## config.mk

```make
export PLATFORM = sky130hd
export DESIGN_NAME = tseg_lfsr_rng
export DESIGN_NICKNAME = d
export VERILOG_FILES = /design/src/rtl/tseg_pkg.sv /design/src/rtl/tseg_fib_seg.sv /design/src/rtl/tseg_step_div.sv /design/src/rtl/tseg_lfsr_rng.sv
export SDC_FILE = /design/constraint.sdc
export NUM_CORES = 1
export LEC_CHECK = 0
export ABC_AREA = 1
export CAP_MARGIN = 20
export CORE_AREA = 2 2 39 41
export DETAILED_ROUTE_END_ITERATION = 10
export DIE_AREA = 0 0 41 43
export PLACE_DENSITY = 0.75
export SYNTH_ARGS = -nofsm -noshare
export SYNTH_HDL_FRONTEND = slang
export SYNTH_SLANG_ARGS = --single-unit
```

## constraint.sdc

```tcl
create_clock -name clk -period 2.34 [get_ports clk]
set_input_delay 0.351 -clock clk [delete_from_list [all_inputs] [get_ports clk]]
set_output_delay 0.351 -clock clk [all_outputs]
set_load 0.01 [all_outputs]
```

## src/rtl/tseg_pkg.sv

```systemverilog
package tseg_pkg;

  localparam int MIN_SEG_W = 2;
  localparam int MAX_SEG_W = 8;

  // Feedback tap mask for a segment of width w; bit k stands for stage k+1.
  function automatic logic [MAX_SEG_W-1:0] tap_mask(input int w);
    logic [MAX_SEG_W-1:0] m;
    case (w)
      2:       m = 8'b0000_0011;
      3:       m = 8'b0000_0110;
      4:       m = 8'b0000_1100;
      5:       m = 8'b0001_0100;
      6:       m = 8'b0011_0000;
      7:       m = 8'b0110_0000;
      8:       m = 8'b1011_1000;
      default: m = '0;
    endcase
    return m;
  endfunction

  // Length of the maximal cycle of a segment of width w.
  function automatic int seg_period(input int w);
    return (1 << w) - 1;
  endfunction

  // Width needed to count 0 .. p-1.
  function automatic int cnt_width(input int p);
    return (p > 1) ? $clog2(p) : 1;
  endfunction

endpackage

```

## src/rtl/tseg_fib_seg.sv

```systemverilog
module tseg_fib_seg #(
  parameter int W = 3
) (
  input  logic         clk,
  input  logic         rst,
  input  logic         adv,
  input  logic [W-1:0] seed,
  output logic [W-1:0] state
);
  import tseg_pkg::*;

  localparam logic [W-1:0] TAPS = W'(tap_mask(W));
  localparam logic [W-1:0] FALLBACK = W'(1);

  logic [W-1:0] q;
  logic [W-1:0] load_val;
  logic         seed_zero;
  logic         fb;

  assign seed_zero = (seed == '0);
  assign load_val  = seed_zero ? FALLBACK : seed;
  assign fb        = ^(q & TAPS);

  always_ff @(posedge clk) begin
    if (rst) begin
      q <= load_val;
    end else if (adv) begin
      q <= {q[W-2:0], fb};
    end
  end

  assign state = q;

endmodule

```

## src/rtl/tseg_step_div.sv

```systemverilog
module tseg_step_div #(
  parameter int P  = 7,
  parameter int CW = 3
) (
  input  logic          clk,
  input  logic          rst,
  input  logic          en,
  output logic          wrap,
  output logic [CW-1:0] cnt
);
  localparam logic [CW-1:0] LAST = CW'(P - 1);

  logic [CW-1:0] c;
  logic          at_last;

  assign at_last = (c == LAST);

  always_ff @(posedge clk) begin
    if (rst) begin
      c <= '0;
    end else if (en) begin
      if (at_last) c <= '0;
      else         c <= c + CW'(1);
    end
  end

  assign wrap = en && at_last;
  assign cnt  = c;

endmodule

```

## src/rtl/tseg_lfsr_rng.sv

```systemverilog
module tseg_lfsr_rng #(
  parameter int SEG1_W = 3,
  parameter int SEG2_W = 3
) (
  input  logic                     clk,
  input  logic                     rst,
  input  logic                     step_en,
  input  logic [SEG1_W-1:0]        seed_hi,
  input  logic [SEG2_W-1:0]        seed_lo,
  output logic [SEG1_W+SEG2_W-1:0] rnd_out
);
  import tseg_pkg::*;

  localparam int P1 = seg_period(SEG1_W);
  localparam int CW = cnt_width(P1);

  // Internal events brought out by name for the checker.
  logic              seg1_adv;
  logic              seg2_adv;
  logic [SEG1_W-1:0] seg1_q;
  logic [SEG2_W-1:0] seg2_q;
  logic [CW-1:0]     div_cnt;

  assign seg1_adv = step_en;

  tseg_step_div #(.P(P1), .CW(CW)) u_div (
    .clk  (clk),
    .rst  (rst),
    .en   (seg1_adv),
    .wrap (seg2_adv),
    .cnt  (div_cnt)
  );

  tseg_fib_seg #(.W(SEG1_W)) u_seg1 (
    .clk   (clk),
    .rst   (rst),
    .adv   (seg1_adv),
    .seed  (seed_hi),
    .state (seg1_q)
  );

  tseg_fib_seg #(.W(SEG2_W)) u_seg2 (
    .clk   (clk),
    .rst   (rst),
    .adv   (seg2_adv),
    .seed  (seed_lo),
    .state (seg2_q)
  );

  assign rnd_out = {seg1_q, seg2_q};

endmodule

```

Yosys cells after proc, flatten, opt, wreduce, memory -nomap -nowiden:

Index checks and enable logic that the tools add are counted.

* add/subtract/negate cells: 1
* equal/unequal tests: 1
* mux-type cells: 7
* reduce and logical (&&, ||, !) cells: 7

Operators by type and width (count)
* 2-to-1 mux 3 bit: 7
* zero test 3 bit: 2
* XOR reduction 3 bit: 2
* nonzero test 2 bit: 2
* adder 3 x 1 -> 3 bit (second input constant): 1
* equality test 3 bit (second input constant): 1
* logical AND 1 bit: 1

* bits in registers: 9
* bits of input ports: 9
* output and inout port bits: 6
* logic and storage cells: 19

Longest topological paths before layout:

Gate-level depths: netlist (run 1).

* depth after elaboration: 4
* gate-level depth with buffers: 4
* mapped depth without buffers: 4

Modules after synthesis:

Synthesis (run 1) repeated with hierarchy kept, for this count alone.

* cell total of the unflattened synthesis: 61
* area, all modules: 454.2 um2

Modules (own cells, without submodules)
* tseg_fib_seg: instances 2, cells each 19, area each 156.4 um2, sequential area each 90.1 um2
* tseg_step_div: instances 1, cells each 23, area each 141.4 um2, sequential area each 60.1 um2

Worst setup path after synthesis (run 1):

OpenSTA, ideal clock, no wires.

* kind: register to register
* start: reg u_div.c[0] (netlist: u_div.cnt[0])
* end: reg u_seg2.q[0] (netlist: u_seg2.state[0]) (enable)
* library setup time: 0.344 ns
* arrival: 0.730 ns
* required time: 1.996 ns
* path slack: 1.265 ns
* cell stages (with the launch flop): 4
* buffers on the path: 0
* period minus slack after synthesis: 1.075 ns
* path through: dfxtp_1 > inv_1 > nand3_1 > o21ai_0

* cells in the longest elaborated chain, start to end: 3

RTL lines
* start: declaration: line tseg_step_div.sv:13 `logic [CW-1:0] c;`
* start signal: assignment: line tseg_step_div.sv:23 `else c <= c + CW'(1);`
* equality test 3 bit: line tseg_step_div.sv:16 `assign at_last = (c == LAST);`
* logical AND 1 bit: line tseg_step_div.sv:27 `assign wrap = en && at_last;`
* nonzero test 2 bit (no source line)
* end signal: assignment: line tseg_fib_seg.sv:26 `q <= load_val;`
* end signal: assignment: line tseg_fib_seg.sv:28 `q <= {q[W-2:0], fb};`
* end: declaration: line tseg_fib_seg.sv:15 `logic [W-1:0] q;`

No other way between the ends.
A chain may end at the register's enable or synchronous reset.

Worst setup path in the final report (run 1):

* start: reg u_seg1.q[1] (netlist: u_seg1.state[1])
* end: out rnd_out[4]

RTL lines
* start: declaration: line tseg_fib_seg.sv:15
* start signal: assignment: line tseg_fib_seg.sv:26
* start signal: assignment: line tseg_fib_seg.sv:28
* end: declaration: line tseg_lfsr_rng.sv:10 `output logic [SEG1_W+SEG2_W-1:0] rnd_out`

No word-level cell between the ends.

==> key figures, run 1 <==
Synth
  • Number of flops mapped to enable cells by yosys: 6
  • Post-Synthesis Cells: 61
  • Most frequent cell after synthesis: sky130_fd_sc_hd__nand2_1
  • Share of synthesized flip-flops with an asynchronous set or reset: 0%
  • Net Count, Synth: 70
  • Number of different library cells in the post-synthesis netlist: 10
  • Most frequent cells after synthesis: sky130_fd_sc_hd__nand2_1, sky130_fd_sc_hd__inv_1, sky130_fd_sc_hd__edfxtp_1, sky130_fd_sc_hd__nor2_1, sky130_fd_sc_hd__o21ai_0
  • Share of synthesized area occupied by flip-flops and latches: 52.03%
  • Mapped cell area: 461.7 sq um
  • Avg Inst Size Synth: 7.569 sq um
  • Synth Flop Type: sky130_fd_sc_hd__edfxtp_1
  • Synthesis-stage register bit count: 9
  • Synth top area share: 39.02%
  • Leading post-synthesis cells by cell area: sky130_fd_sc_hd__edfxtp_1, sky130_fd_sc_hd__nand2_1, sky130_fd_sc_hd__dfxtp_1, sky130_fd_sc_hd__inv_1, sky130_fd_sc_hd__o21ai_0
  • Synth warn: 0
  • Cell type with the largest total area after synthesis: sky130_fd_sc_hd__edfxtp_1

Setup path
  • Data required time at the worst endpoint: 1990 ps
  • Buffer and inverter count on the worst path: 1
  • Crit path launch: u_seg1.state[1]$_DFFE_PP_
  • Critical Path Max Stage Delay: 540 ps
  • CP Class: register to output port
  • RR Startpoint: u_div.cnt[0]$_SDFFE_PP0P_
  • Crit path DAT: 1170 ps
  • Reg-to-reg setup timing slack: 1130 ps
  • Crit path cell chain: clkdlybuf4s50_1
  • Highest net fanout along the worst path: 3
  • Slowest cell on crit path: sky130_fd_sc_hd__clkdlybuf4s50_1
  • Endpoint type of the worst setup path: output port
  • Worst Setup Start Kind: register
  • Family of cells with the greatest summed delay on the critical path: buffers and inverters

Worst hold path
  • Hold crit path type: register to register
  • Hold wc startpoint: u_div.cnt[1]$_SDFFE_PP0P_

Pwr
  • Power per standard cell area: 603.5 nW/um^2
  • Max IR drop VDD: 0.2994 mV
  • Relative contribution of the clock network to total power: 30.3%
  • LEAKAGE: 0.2991 nW
  • Internal cell power: 0.0002907 W
  • Switching portion of total power: 24.35%
  • Combinational share of power: 18.9%
  • Sequential power share: 50.8%
  • Switching power: 0.00009359 W

Floorplanning
  • Die Width: 41 um
  • Number of top-level pins: 15
  • Die Footprint: 1763 sq um
  • Starting density of the core: 33.36%
  • Std cell rows: 14
  • Die H: 43 um
  • Placeable core area: 1384 sq um

Layout
  • Nets@finish: 88
  • Relative area change from synthesis to final layout: 37.94%
  • Final antenna diode count: 0
  • Fraction of final layout cells sized beyond drive strength 1: 5.128%

Timing
  • Worst-Margin Slew: 401.9 ps
  • Shortest period the worst path allows: 1516 ps
  • Setup TNS: 0 ps
  • Final hold vios: 0
  • Number of failing setup endpoints in the final timing report: 0
  • Fin. max-slew vios: 0
  • Tcrit/Tclk final: 64.79%
  • RSZ-0062 raised after global routing: false
  • Worst-case clock skew: 7.648 ps
  • Maximum clock frequency: 0.6596 GHz
  • Worst hold slack across all endpoints: 538.4 ps
  • Rel. slew slack: 72.92%

Clock network
  • Deepest clock path buffer count: 2
  • Clock-pin slew on the worst setup and hold paths: 60 ps
  • Post-CTS Resized: 0
  • Number of H-tree branching levels: 1
  • Number of buffers created by CTS: 3
  • Clock root buffer: sky130_fd_sc_hd__clkbuf_4
  • Buffers inserted by post-CTS timing repair: 0
  • Hold buffers post-CTS: 0
  • Insertion delay of the later-clocked pin in the worst-skew pair: 260 ps
  • # clock sinks: 9
  • Clock tree from TritonCTS: built

Global routing
  • Wire length of the first global-routing pass: 1.359 mm
  • Total routing resource utilization after global routing: 11.27%
  • Number of global-route vias before repair: 356
  • Antenna violations before repair: 0
  • Met2 GRT Util: 17.81%
  • GRT met1 Usage: 14.00%
  • Met3 track demand over resource: 3.141%
  • Pin count of the biggest net entering global routing: 10
  • Total global routing overflow: 0
  • Peak-usage layer in the global routing report: met2

Placed design
  • Buffers added on ports: 14
  • Detailed-placement wirelength estimate: 685.8 um
  • Final weighted congestion in routability-driven placement: 0.7909

Job
  • Max_cap viols: 0

Status
  • Outcome: finished clean

Drt
  • Post-DR wirelength/cell: 8.819 um
  • Initial detailed-routing violation count: 12
  • First drt pass iteration count: 4
  • Routed via count: 406
  • Number of nets with antenna violations after detailed routing: 0
  • Final Routed Wirelength: 829 um
  • Number of vias per cell: 4.319
  • DRC errors left: 0
-- path summary, 6_finish.rpt --
check,cells past startpoint,endpoint
worst min register to register,4,u_div.cnt[1]$_SDFFE_PP0P_
worst min-delay path,4,u_div.cnt[1]$_SDFFE_PP0P_
worst max register to register,3,u_seg2.state[1]$_DFFE_PP_
worst max-delay path,1,rnd_out[4]
-- cells in the final DEF, fill, tap and decap left out --
cell type	count
sky130_fd_sc_hd__o21ai_0	5
sky130_fd_sc_hd__nand3_1	3
sky130_fd_sc_hd__nor2_1	5
sky130_fd_sc_hd__clkdlybuf4s50_1	14
sky130_fd_sc_hd__inv_1	10
sky130_fd_sc_hd__clkbuf_1	1
sky130_fd_sc_hd__inv_8	1
sky130_fd_sc_hd__clkbuf_4	3
sky130_fd_sc_hd__a21oi_1	1
sky130_fd_sc_hd__edfxtp_1	6
sky130_fd_sc_hd__nand2_1	26
sky130_fd_sc_hd__dfxtp_1	3
-- area by class of cell --
class	instances	area [sq um]
Fill cell	144	747.0
Sequential cell	9	240.2
Clock buffer	4	26.28
Timing Repair Buffer	14	140.1
Multi-Input combinational cell	40	161.4
Tap cell	16	20.02
Inverter	11	48.80
-- kinds of logic after synthesis --
family / share of synthesized area [%]
and+or+nand+nor: 28.45
buffers and inverters: 13.01
DFF: 52.03
AOI/OAI and AO/OA: 6.502
-- layer usage --
layer  up-vias  wire, um
li1        224         -
met4         0        10
met2         9       409
met3         2        32
met5         -         0
met1       171       377
-- power groups by stage --
stage	registers (W)	logic [W]	clock network, W
2_1_floorplan	0.000202	0.0000314	0
3_3_place_gp	0.000198	0.0000724	0
3_5_place_dp	0.000199	0.0000730	0
4_1_cts	0.000196	0.0000732	0.000119
5_1_grt	0.000197	0.0000818	0.000127
6_report	0.000195	0.0000726	0.000116
-- sequential cells by signal (all words and copies together), names as in the netlist --
name	cells
u_div.cnt	3
u_seg1.state	3
u_seg2.state	3
-- per-stage QoR --
| step | cell area (sq um) | instances | util [%] | total power, W | setup WS, ps |
|---|---|---|---|---|---|
| finish | 636.9 | 94 | 46.02 | 0.0003843 | 823.9 |
| global route | 636.9 | 94 | 46.02 | 0.0004054 | 753.0 |
| CTS | 636.9 | 94 | 46.02 | 0.0003878 | 808.1 |
| detailed placement | 610.6 | 90 | 44.12 | 0.0002720 | 657.3 |
| global placement | 610.6 | 90 | 44.12 | 0.0002704 | 694.3 |
| floorplan | 461.7 | 61 | - | 0.0002334 | 1265 |
No activity file was read; power rests on OpenSTA's default activity.
==> run 2: changes to the inputs <==
==> constraint.sdc (replaced) <==
create_clock -name clk -period 1.4 [get_ports clk]
set_input_delay 0.21 -clock clk [delete_from_list [all_inputs] [get_ports clk]]
set_output_delay 0.21 -clock clk [all_outputs]
set_load 0.01 [all_outputs]
==> key figures, run 2 (synthesized netlist as in run 1, its figures left out) <==
Clock network
  • Insertion delay of the later-clocked pin in the worst-skew pair: 260 ps (about the same)
  • Number of H-tree branching levels: 1 (unchanged)
  • Buffers inserted by post-CTS timing repair: 0 (unchanged)
  • # clock sinks: 9 (unchanged)
  • Deepest clock path buffer count: 2 (unchanged)
  • Clock tree from TritonCTS: built
  • Clock root buffer: sky130_fd_sc_hd__clkbuf_4
  • Number of buffers created by CTS: 3 (unchanged)
  • Clock-pin slew on the worst setup and hold paths: 60 ps (about the same)
  • Hold buffers post-CTS: 0 (unchanged)

Timing
  • RSZ-0062 raised after global routing: false
  • Rel. slew slack: 84.58% (+12 points)
  • Min setup slack post-route: 204.5 ps (-619.4 ps)
  • Setup TNS: 0 ps (unchanged)
  • Shortest period the worst path allows: 1195 ps
  • Tcrit/Tclk final: 85.39%
  • Worst-case clock skew: 1.098 ps (-6.550 ps)
  • Final hold vios: 0 (unchanged)
  • Worst-Margin Slew: 230.6 ps (-171.3 ps)
  • Fin. max-slew vios: 0 (unchanged)
  • Number of failing setup endpoints in the final timing report: 0 (unchanged)
  • Maximum clock frequency: 0.8365 GHz

Drt
  • Initial detailed-routing violation count: 11 (-1)
  • Number of vias per cell: 4.381 (+1.4%)
  • First drt pass iteration count: 4 (unchanged)
  • Final Routed Wirelength: 915 um (+10%)
  • DRC errors left: 0 (unchanged)
  • Routed via count: 425 (+4.7%)
  • Number of nets with antenna violations after detailed routing: 0 (unchanged)
  • Post-DR wirelength/cell: 9.433 um (+7.0%)

Floorplanning
  • Std cell rows: 14 (unchanged)
  • Die Footprint: 1763 sq um (unchanged)
  • Starting density of the core: 33.36% (unchanged)
  • Number of top-level pins: 15 (unchanged)
  • Die Width: 41 um (unchanged)
  • Die H: 43 um (unchanged)
  • Placeable core area: 1384 sq um (unchanged)

Global routing
  • Wire length of the first global-routing pass: 1.559 mm (+15%)
  • Total global routing overflow: 0 (unchanged)
  • Antenna violations before repair: 0 (unchanged)
  • Number of global-route vias before repair: 394 (+11%)
  • Pin count of the biggest net entering global routing: 9 (-1)
  • GRT met1 Usage: 16.72% (+2.7 points)
  • Met2 GRT Util: 19.06% (+1.2 points)
  • Total routing resource utilization after global routing: 13.41% (+2.1 points)
  • Peak-usage layer in the global routing report: met2
  • Met3 track demand over resource: 4.712% (+1.6 points)

Setup path
  • Crit path DAT: 990 ps (-180 ps)
  • Slowest cell on crit path: sky130_fd_sc_hd__edfxtp_1
  • Highest net fanout along the worst path: 3 (unchanged)
  • Worst Setup Start Kind: register
  • Reg-to-reg setup timing slack: 330 ps (-800 ps)
  • Crit path cell chain: dlygate4sd2_1
  • RR Startpoint: u_div.cnt[0]$_SDFFE_PP0P_
  • Endpoint type of the worst setup path: output port
  • Data required time at the worst endpoint: 1190 ps (-800 ps)
  • Capture point of the worst reg-to-reg path: u_seg2.state[2]$_DFFE_PP_
  • Family of cells with the greatest summed delay on the critical path: flip-flops
  • CP Class: register to output port
  • Critical Path Max Stage Delay: 420 ps (-120 ps)
  • R2R cell count: 4 (+1)
  • Buffer and inverter count on the worst path: 1 (unchanged)

Layout
  • Multi-input logic area: 161.4 sq um (unchanged)
  • Number of standard cells in the final layout excluding fillers: 97 (+3.2%)
  • Fraction of the core area covered by cells at the end of the flow: 48.46% (+2.4 points)
  • Commonest cells after routing, fill and taps aside: sky130_fd_sc_hd__nand2_1, sky130_fd_sc_hd__inv_1, sky130_fd_sc_hd__clkdlybuf4s50_1
  • Fraction of final layout cells sized beyond drive strength 1: 8.642% (+3.5 points)
  • Fill cell total of the finished layout: 137 (-4.9%)
  • Final antenna diode count: 0 (unchanged)
  • Nets@finish: 91 (+3.4%)
  • Relative area change from synthesis to final layout: 45.26%
  • Leading cell type in the layout, fill and taps excluded: sky130_fd_sc_hd__nand2_1
  • Sequential Area: 240.2 sq um (unchanged)

Pwr
  • Relative contribution of the clock network to total power: 31.3% (+1.0 points)
  • Switching portion of total power: 25.52% (+1.2 points)
  • Max IR drop VDD: 0.4961 mV (+66%)
  • Power per standard cell area: 974.4 nW/um^2 (+61%)
  • Sequential power share: 49.9% (-0.9 points)
  • Combinational share of power: 18.8% (about the same)
  • Switching power: 0.0001668 W (+78%)
  • LEAKAGE: 0.3633 nW (+21%)
  • Total Power Consumption: 0.0006535 W (+70%)
  • Internal cell power: 0.0004867 W (+67%)

Job
  • Max_cap viols: 0 (unchanged)

Worst hold path
  • Hold crit path type: register to register
  • Hold wc startpoint: u_div.cnt[1]$_SDFFE_PP0P_
  • Worst hold path endpoint: u_div.cnt[1]$_SDFFE_PP0P_
  • Hold Path Cell Cnt: 4 (unchanged)

Placed design
  • Final weighted congestion in routability-driven placement: 0.7417 (-6.2%)
  • Detailed-placement wirelength estimate: 732.7 um (+6.8%)
  • Buffers added on ports: 14 (unchanged)
  • Pre-CTS worst setup slack: 19.67 ps (-637.7 ps)
  • Placed cells: 93 (+3.3%)

Status
  • Outcome: finished clean
## run 2: cell count changes in the layout (fill, tap and decap cells not counted)
| cell | change |
|---|---|
| sky130_fd_sc_hd__clkdlybuf4s50_1 | -6 |
| sky130_fd_sc_hd__dlymetal6s2s_1 | +5 |
| sky130_fd_sc_hd__buf_4 | +3 |
| sky130_fd_sc_hd__dlygate4sd2_1 | +1 |
## run 2: timing repair
action	4_1_cts	5_1_grt
setup endpoints to repair	1	5
pin swaps	0	0
gates resized for setup	1	5
## run 2: how the worst max path moves through the flow
stage                              start                   endpoint  slack [ps]  depth (start not counted)
2_1_floorplan  u_div.cnt[0]$_SDFFE_PP0P_  u_seg2.state[0]$_DFFE_PP_         330                          3
3_3_place_gp                     step_en  u_seg2.state[2]$_DFFE_PP_          40                          4
6_report       u_seg2.state[2]$_DFFE_PP_                 rnd_out[2]         200                          1
4_1_cts        u_seg1.state[2]$_DFFE_PP_                 rnd_out[5]           1                          1
5_1_grt        u_seg2.state[2]$_DFFE_PP_                 rnd_out[2]         170                          1
3_5_place_dp                         rst  u_seg2.state[2]$_DFFE_PP_          20                          3
## run 2: power groups by stage
| stage | combinational [W] | sequential, W | clock [W] |
|---|---|---|---|
| global placement | 0.000127 | 0.000331 | 0 |
| floorplan | 0.0000525 | 0.000338 | 0 |
| detailed placement | 0.000129 | 0.000333 | 0 |
| global route | 0.000140 | 0.000329 | 0.000227 |
| finish | 0.000123 | 0.000326 | 0.000204 |
| CTS | 0.000128 | 0.000327 | 0.000208 |
## run 2: through the flow
| stage | area, sq um | hold slack (ps) |
|---|---|---|
| 5_1_grt | 670.6 | 595.6 |
| 2_1_floorplan | 461.7 | 394.5 |
| 3_3_place_gp | 633.1 | 521.7 |
| 6_report | 670.6 | 532.5 |
| 3_5_place_dp | 633.1 | 523.9 |
| 4_1_cts | 658.1 | 533.2 |
## run 2: per-layer routing
metal | wire (um) | part of all wire [%] | vias to the layer above
met5 | 0 | 0 | -
met4 | 10 | 1.1 | 0
met3 | 61 | 6.7 | 2
met2 | 471 | 51 | 13
met1 | 372 | 41 | 181
li1 | - | - | 229
## run 2: cell type report
type                    instances  area share [%]
clock buffers                   4           3.918
inverters                      11           7.276
multi-input cells              40           24.07
flip-flops and latches          9           35.82
well taps                      16           2.985
repair buffers                 17           25.93
==> run 3: changes to the inputs <==
--- a/config.mk
+++ b/config.mk
@@ -6,7 +6,6 @@
 export NUM_CORES = 1
 export LEC_CHECK = 0
 export ABC_AREA = 1
-export CAP_MARGIN = 20
 export CORE_AREA = 2 2 39 41
 export DETAILED_ROUTE_END_ITERATION = 10
 export DIE_AREA = 0 0 41 43
==> results of run 3 <==
Final layout, timing and power as in run 2 (identical DEF).
